==> src/rtl/vlu_pkg.sv <==
package vlu_pkg;

    typedef enum logic [1:0] {
        ST_IDLE  = 2'd0,
        ST_ISSUE = 2'd1,
        ST_DRAIN = 2'd2,
        ST_DONE  = 2'd3
    } vlu_state_e;

endpackage

==> src/rtl/vlu_bank_busy.sv <==
module vlu_bank_busy #(
    parameter int NUM_BANKS   = 8,
    parameter int BUSY_CYCLES = 6,
    parameter int BANK_W      = $clog2(NUM_BANKS)
) (
    input  logic                 clk_i,
    input  logic                 rst_n_i,
    input  logic                 acc_valid_i,
    input  logic [BANK_W-1:0]    acc_bank_i,
    output logic [NUM_BANKS-1:0] bank_free_o
);

    localparam int CNT_W = $clog2(BUSY_CYCLES + 1);
    localparam logic [CNT_W-1:0] RELOAD = CNT_W'(BUSY_CYCLES - 1);

    for (genvar g = 0; g < NUM_BANKS; g++) begin : g_bank
        logic [CNT_W-1:0] cnt_q;

        always_ff @(posedge clk_i) begin
            if (!rst_n_i) begin
                cnt_q <= '0;
            end else if (acc_valid_i && (acc_bank_i == BANK_W'(g))) begin
                cnt_q <= RELOAD;
            end else if (cnt_q != '0) begin
                cnt_q <= cnt_q - CNT_W'(1);
            end
        end

        assign bank_free_o[g] = (cnt_q == '0);
    end

    AST_NO_BUSY_ISSUE: assert property (@(posedge clk_i) disable iff (!rst_n_i)
        acc_valid_i |-> bank_free_o[acc_bank_i]);

    if (BUSY_CYCLES > 1) begin : g_chk
        AST_NO_BACK_TO_BACK: assert property (@(posedge clk_i) disable iff (!rst_n_i)
            acc_valid_i |=> !(acc_valid_i && (acc_bank_i == $past(acc_bank_i))));
    end

endmodule

==> src/rtl/vlu_lat_pipe.sv <==
module vlu_lat_pipe #(
    parameter int LAT_CYCLES = 12
) (
    input  logic clk_i,
    input  logic rst_n_i,
    input  logic push_i,
    output logic ret_o
);

    logic [LAT_CYCLES-1:0] sr_q;

    if (LAT_CYCLES == 1) begin : g_one
        always_ff @(posedge clk_i) begin
            if (!rst_n_i) sr_q <= '0;
            else          sr_q <= push_i;
        end
    end else begin : g_many
        always_ff @(posedge clk_i) begin
            if (!rst_n_i) sr_q <= '0;
            else          sr_q <= {sr_q[LAT_CYCLES-2:0], push_i};
        end
    end

    assign ret_o = sr_q[LAT_CYCLES-1];

endmodule

==> src/rtl/vlu_fsm.sv <==
module vlu_fsm
    import vlu_pkg::*;
#(
    parameter int NUM_BANKS = 8,
    parameter int MAX_VL    = 64,
    parameter int ADDR_W    = 32,
    parameter int BANK_W    = $clog2(NUM_BANKS),
    parameter int LEN_W     = $clog2(MAX_VL + 1),
    parameter int IDX_W     = $clog2(MAX_VL)
) (
    input  logic                 clk_i,
    input  logic                 rst_n_i,
    input  logic                 start_i,
    input  logic [ADDR_W-1:0]    base_i,
    input  logic [ADDR_W-1:0]    stride_i,
    input  logic [LEN_W-1:0]     len_i,
    input  logic [NUM_BANKS-1:0] bank_free_i,
    input  logic                 ret_i,
    output logic                 mreq_valid_o,
    output logic [ADDR_W-1:0]    mreq_addr_o,
    output logic [BANK_W-1:0]    mreq_bank_o,
    output logic                 wr_en_o,
    output logic [IDX_W-1:0]     wr_idx_o,
    output logic                 done_o
);

    vlu_state_e        state_q, state_d;
    logic [ADDR_W-1:0] addr_q, stride_q;
    logic [LEN_W-1:0]  len_q, iss_cnt_q, wr_cnt_q;
    logic [BANK_W-1:0] cur_bank;
    logic              issue_fire;
    logic              last_issue, last_write;

    assign cur_bank   = addr_q[BANK_W-1:0];
    assign issue_fire = (state_q == ST_ISSUE) && bank_free_i[cur_bank];
    assign last_issue = (iss_cnt_q == len_q - LEN_W'(1));
    assign last_write = ret_i && (wr_cnt_q == len_q - LEN_W'(1));

    always_comb begin
        state_d = state_q;
        unique case (state_q)
            ST_IDLE:  if (start_i) state_d = (len_i == '0) ? ST_DONE : ST_ISSUE;
            ST_ISSUE: if (issue_fire && last_issue) state_d = ST_DRAIN;
            ST_DRAIN: if (last_write) state_d = ST_DONE;
            ST_DONE:  state_d = ST_IDLE;
            default:  state_d = ST_IDLE;
        endcase
    end

    always_ff @(posedge clk_i) begin
        if (!rst_n_i) state_q <= ST_IDLE;
        else          state_q <= state_d;
    end

    always_ff @(posedge clk_i) begin
        if (!rst_n_i) begin
            addr_q    <= '0;
            stride_q  <= '0;
            len_q     <= '0;
            iss_cnt_q <= '0;
            wr_cnt_q  <= '0;
        end else begin
            if ((state_q == ST_IDLE) && start_i) begin
                addr_q    <= base_i;
                stride_q  <= stride_i;
                len_q     <= len_i;
                iss_cnt_q <= '0;
                wr_cnt_q  <= '0;
            end else begin
                if (issue_fire) begin
                    addr_q    <= addr_q + stride_q;
                    iss_cnt_q <= iss_cnt_q + LEN_W'(1);
                end
                if (ret_i) begin
                    wr_cnt_q <= wr_cnt_q + LEN_W'(1);
                end
            end
        end
    end

    always_comb begin
        mreq_valid_o = 1'b0;
        done_o       = 1'b0;
        unique case (state_q)
            ST_IDLE:  ;
            ST_ISSUE: mreq_valid_o = issue_fire;
            ST_DRAIN: ;
            ST_DONE:  done_o = 1'b1;
            default:  ;
        endcase
        mreq_addr_o = addr_q;
        mreq_bank_o = cur_bank;
        wr_en_o     = ret_i;
        wr_idx_o    = wr_cnt_q[IDX_W-1:0];
    end

    AST_ADDR_STEP: assert property (@(posedge clk_i) disable iff (!rst_n_i)
        (mreq_valid_o && $past(mreq_valid_o)) |-> (mreq_addr_o == $past(mreq_addr_o) + stride_q));
    AST_WR_LE_ISSUE: assert property (@(posedge clk_i) disable iff (!rst_n_i)
        wr_en_o |-> (wr_cnt_q < iss_cnt_q));
    AST_DONE_PULSE: assert property (@(posedge clk_i) disable iff (!rst_n_i)
        done_o |=> !done_o);
    AST_START_IGNORED: assert property (@(posedge clk_i) disable iff (!rst_n_i)
        (state_q != ST_IDLE) |=> ($stable(stride_q) && $stable(len_q)));

endmodule

==> src/rtl/strided_vec_load.sv <==
module strided_vec_load #(
    parameter int NUM_BANKS   = 8,
    parameter int BUSY_CYCLES = 6,
    parameter int MEM_LATENCY = 12,
    parameter int MAX_VL      = 64,
    parameter int ADDR_W      = 32,
    parameter int DATA_W      = 64,
    parameter int BANK_W      = $clog2(NUM_BANKS),
    parameter int LEN_W       = $clog2(MAX_VL + 1),
    parameter int IDX_W       = $clog2(MAX_VL)
) (
    input  logic              clk_i,
    input  logic              rst_n_i,
    input  logic              start_i,
    input  logic [ADDR_W-1:0] base_i,
    input  logic [ADDR_W-1:0] stride_i,
    input  logic [LEN_W-1:0]  len_i,
    output logic              mreq_valid_o,
    output logic [ADDR_W-1:0] mreq_addr_o,
    output logic [BANK_W-1:0] mreq_bank_o,
    input  logic [DATA_W-1:0] mrsp_data_i,
    output logic              wr_en_o,
    output logic [IDX_W-1:0]  wr_idx_o,
    output logic [DATA_W-1:0] wr_data_o,
    output logic              done_o
);

    logic [NUM_BANKS-1:0] bank_free;
    logic                 ret;

    vlu_fsm #(
        .NUM_BANKS (NUM_BANKS),
        .MAX_VL    (MAX_VL),
        .ADDR_W    (ADDR_W),
        .BANK_W    (BANK_W),
        .LEN_W     (LEN_W),
        .IDX_W     (IDX_W)
    ) i_fsm (
        .clk_i        (clk_i),
        .rst_n_i      (rst_n_i),
        .start_i      (start_i),
        .base_i       (base_i),
        .stride_i     (stride_i),
        .len_i        (len_i),
        .bank_free_i  (bank_free),
        .ret_i        (ret),
        .mreq_valid_o (mreq_valid_o),
        .mreq_addr_o  (mreq_addr_o),
        .mreq_bank_o  (mreq_bank_o),
        .wr_en_o      (wr_en_o),
        .wr_idx_o     (wr_idx_o),
        .done_o       (done_o)
    );

    vlu_bank_busy #(
        .NUM_BANKS   (NUM_BANKS),
        .BUSY_CYCLES (BUSY_CYCLES),
        .BANK_W      (BANK_W)
    ) i_busy (
        .clk_i       (clk_i),
        .rst_n_i     (rst_n_i),
        .acc_valid_i (mreq_valid_o),
        .acc_bank_i  (mreq_bank_o),
        .bank_free_o (bank_free)
    );

    vlu_lat_pipe #(
        .LAT_CYCLES (MEM_LATENCY)
    ) i_lat (
        .clk_i   (clk_i),
        .rst_n_i (rst_n_i),
        .push_i  (mreq_valid_o),
        .ret_o   (ret)
    );

    assign wr_data_o = mrsp_data_i;

endmodule

==> config.mk <==
export PLATFORM = sky130hd
export DESIGN_NAME = strided_vec_load
export DESIGN_NICKNAME = d
export VERILOG_FILES = /design/src/rtl/vlu_pkg.sv /design/src/rtl/vlu_bank_busy.sv /design/src/rtl/vlu_lat_pipe.sv /design/src/rtl/vlu_fsm.sv /design/src/rtl/strided_vec_load.sv
export SDC_FILE = /design/constraint.sdc
export NUM_CORES = 1
export LEC_CHECK = 0
export ABC_CLOCK_PERIOD_IN_PS = 4600
export BUFFER_PORTS_ARGS = -buffer_cell sky130_fd_sc_hd__buf_2
export CAP_MARGIN = 10
export CORE_MARGIN = 5
export CORE_UTILIZATION = 57
export CTS_CLUSTER_SIZE = 14
export DETAILED_ROUTE_END_ITERATION = 8
export PLACE_DENSITY = 0.95
export SYNTH_ARGS = -nofsm -noshare
export SYNTH_HDL_FRONTEND = slang
export SYNTH_SLANG_ARGS = --single-unit
==> constraint.sdc <==
create_clock -name clk_i -period 4.6 [get_ports clk_i]
set_input_delay 0.46 -clock clk_i [delete_from_list [all_inputs] [get_ports clk_i]]
set_output_delay 0.46 -clock clk_i [all_outputs]
set_load 0.02 [all_outputs]
==> results.yml <==
global_route:
  gr-usage-all-layers: 0.2456
  grt_max_degree: 58
  grt_overflow: 0
  grt_pass1_wl_um: 33260
  first_global_vias: 7018
  grt_antenna_before_repair: 0
sta:
  worst_slack_ns: 0.9116
  hold_viol_final: 0
  slew_viol_final: 0
  worstMarginPinSlew_ns: 0.9414
  slew-limit-headroom: 0.3701
  max_freq_mhz: 271.1
  setup_violations: 0
  rsz0062_at_grt: "false"
  min_period_ns: 3.688
  setup_tns_ns: 0
  fin_skew_ns: 0.009859
  period_share: 0.8018
  whs_ns: 0.2703
synthesis:
  synth_area_per_cell_um2: 7.929
  yosys.cell_count.top_type: "nand2_1"
  synth_ff_type: "dfxtp_1"
  synth_cells: 1008
  synth_common_cells: "nand2_1 (146), dfxtp_1 (123), a21oi_1 (119)"
  synthArstFlopShare: 0
  synthDistinctLibCells: 71
  synthMuxAreaShare: 0.02599
  synth_edf_count: 0
  synthAdderAreaFrac: 0.1011
  synth_seq_area_share: 0.3081
  synthXorXnorAreaFrac: 0.05589
  yosysWarnings: 0
  synth_top_family_by_area: "compound AO/OA/AOI/OAI gates"
  synthSimpleGateAreaFrac: 0.1755
  synth_top_area_share: 0.3081
  syn_area_um2: 7993
  yosysTopAreaCell: "dfxtp_1"
  synth_compound_area_frac: 0.2115
  ys_ff_latch: 123
  synthesis.nets: 1210
  synthTopCellsByArea: "dfxtp_1 (31%), ha_1 (9.9%), a21oi_1 (7.5%), buf_4 (7.1%), nand2_1 (6.9%)"
worst_hold_path:
  min_to: "i_fsm.mreq_addr_o[13]"
  hold_path_depth: 3
  hold_class: "in -> reg"
  hold_start: "base_i[13]"
power:
  ir_drop_uv: 334.7
  p_leak_nw: 3.801
  powerDensity_nw_per_um2: 607.5
final_layout:
  fin_area_um2: 8645
  final.fill_count: 1087
  fin_nets: 1223
  syn2layout_area_growth_pct: 8.156
  drive_gt1_frac: 0.1741
  diodes: 0
floorplanning:
  core_um2: 13830
  fp-row-count: 43
  start_util: 0.5780
  die_x_um: 128.4
  die-area_um2: 16490
  die_h_um: 128.4
  ioPinCount: 246
setup_path:
  critPathArrivalTime_ns: 3.23
  path_class: "reg -> out"
  worstSetupEndpointType: "output port"
  cp_max_fo: 39
  crit_required_ns: 4.14
  r2r_setup_slack_ns: 1.19
  cp-start-kind: "flop"
  rr_endpoint: "i_fsm.iss_cnt_q[6]"
  worst_r2r_startpoint: "i_busy.g_bank[6].cnt_q[0]"
  r2r_cells: 11
placement:
  gp_congestion: 0.9343
  pre_cts_ws_ns: 1.341
  io_buffers: 117
  dpl-instance-area_um2: 8031
  dp_hpwl_um: 14030
detailed_routing:
  wl_um: 20190
  wl_per_cell_um: 16.63
  drtAntennaViolNets: 0
  via_per_inst: 5.996
  drt_iter0_drc: 634
  firstDrtPassIters: 7
  vias: 7279
  drc: 0
cts:
  numCtsBuffers: 17
  cts_tree: "built"
  clk_latency_ns: 0.42
  ctsResizeCount: 0
  postCtsHoldBufs: 0
  clockBufferDepth: 2
  htree_levels: 4
  cts_setup_buffers: 0
  clk_pin_slew_ns: 0.06
  cts.sinks: 123
  root_buffer: "clkbuf_16"
flow_run:
  maxCapViolCount: 0
outcome:
  status: "finished clean"
[flip-flops by register name, summed over array words and instances (netlist names)]
name and count:
i_busy.g_bank.cnt_q 24, i_fsm.iss_cnt_q 7, i_fsm.len_q 7, i_fsm.mreq_addr_o 32, i_fsm.state_q 2, i_fsm.stride_q 32, i_fsm.wr_cnt_q 7, i_lat.sr_q 12
[layout by cell type (no fill, tap or decap), types with 6 or more instances in the layout]
cell type,count
nand2_1,145
nand3_1,13
and3_1,17
o21bai_1,6
a311oi_1,11
o211ai_1,6
mux2i_1,11
nor2_1,58
a211oi_1,14
ha_1,63
nand4_1,11
or3_1,7
inv_1,45
xor2_1,29
nor3_1,14
a31oi_1,15
xnor2_1,22
a21oi_1,119
and2_1,15
dfxtp_1,123
buf_2,117
clkbuf_16,17
o21ai_0,53
a21o_1,11
[worst max-delay path, cell delays in order (launching register included)]
cell and delay [ns]:
dfxtp_1 0.35, inv_1 0.07, ha_1 0.23, ha_1 0.26, mux4_2 0.50, mux2_4 0.29, nand2_4 0.39, inv_2 0.42
buf_2 0.29
[per-layer routing]
layer / vias up / GRT usage / routed length [um]
met5: - / 0 / 0
met4: 0 / 0.1067 / 591
met3: 70 / 0.05438 / 1805
met2: 392 / 0.4107 / 9547
met1: 3350 / 0.3043 / 8247
li1: 3467 / - / -
[power by group]
| part | leakage, nW | internal [W] | switching [W] |
|---|---|---|---|
| Clock | 0.287 | 0.000891 | 0.000487 |
| Combinational | 2.51 | 0.000884 | 0.00144 |
| Sequential | 1.01 | 0.00132 | 0.000228 |
[stage by stage]
step	cells	power, W	utilization
after global placement	1182	0.003727	0.5809
after floorplan	1008	0.003396	-
after global routing	1214	0.005579	0.6252
final	1214	0.005251	0.6252
after detailed placement	1182	0.003825	0.5809
after CTS	1214	0.005235	0.6252
[cells by family (layout without fill, tap and decap cells)]
group	after synthesis	in the layout
adders and majority gates	64	64
AOI/OAI and AO/OA	277	277
xor gates and xnor gates	51	51
buffers and inverters	173	199
DFF	123	123
muxes	17	17
and+or+nand+nor	303	303
[worst max path at each step]
stage,depth (start not counted),slack (ns),end,startpoint
after floorplan,9,1.91,i_fsm.mreq_addr_o[24],i_fsm.mreq_addr_o[0]
after global placement,11,1.49,i_fsm.iss_cnt_q[6],i_busy.g_bank[1].cnt_q[0]
after detailed placement,11,1.34,i_fsm.iss_cnt_q[6],i_busy.g_bank[6].cnt_q[0]
after CTS,8,0.95,mreq_valid_o,i_busy.g_bank[6].cnt_q[0]
after global routing,8,0.82,mreq_valid_o,i_busy.g_bank[6].cnt_q[0]
final,8,0.91,mreq_valid_o,i_busy.g_bank[6].cnt_q[0]
[layout make-up]
class	instances	area (um^2)	area share
Inverter	47	176.4	0.02041
Multi-Input combinational cell	712	4559	0.5274
Clock buffer	21	470.5	0.05442
Clock inverter	11	142.6	0.01650
Tap cell	180	225.2	0.02605
Timing Repair Buffer	120	608.1	0.07034
Sequential cell	123	2462	0.2848
No activity file was read; power rests on OpenSTA's default activity.
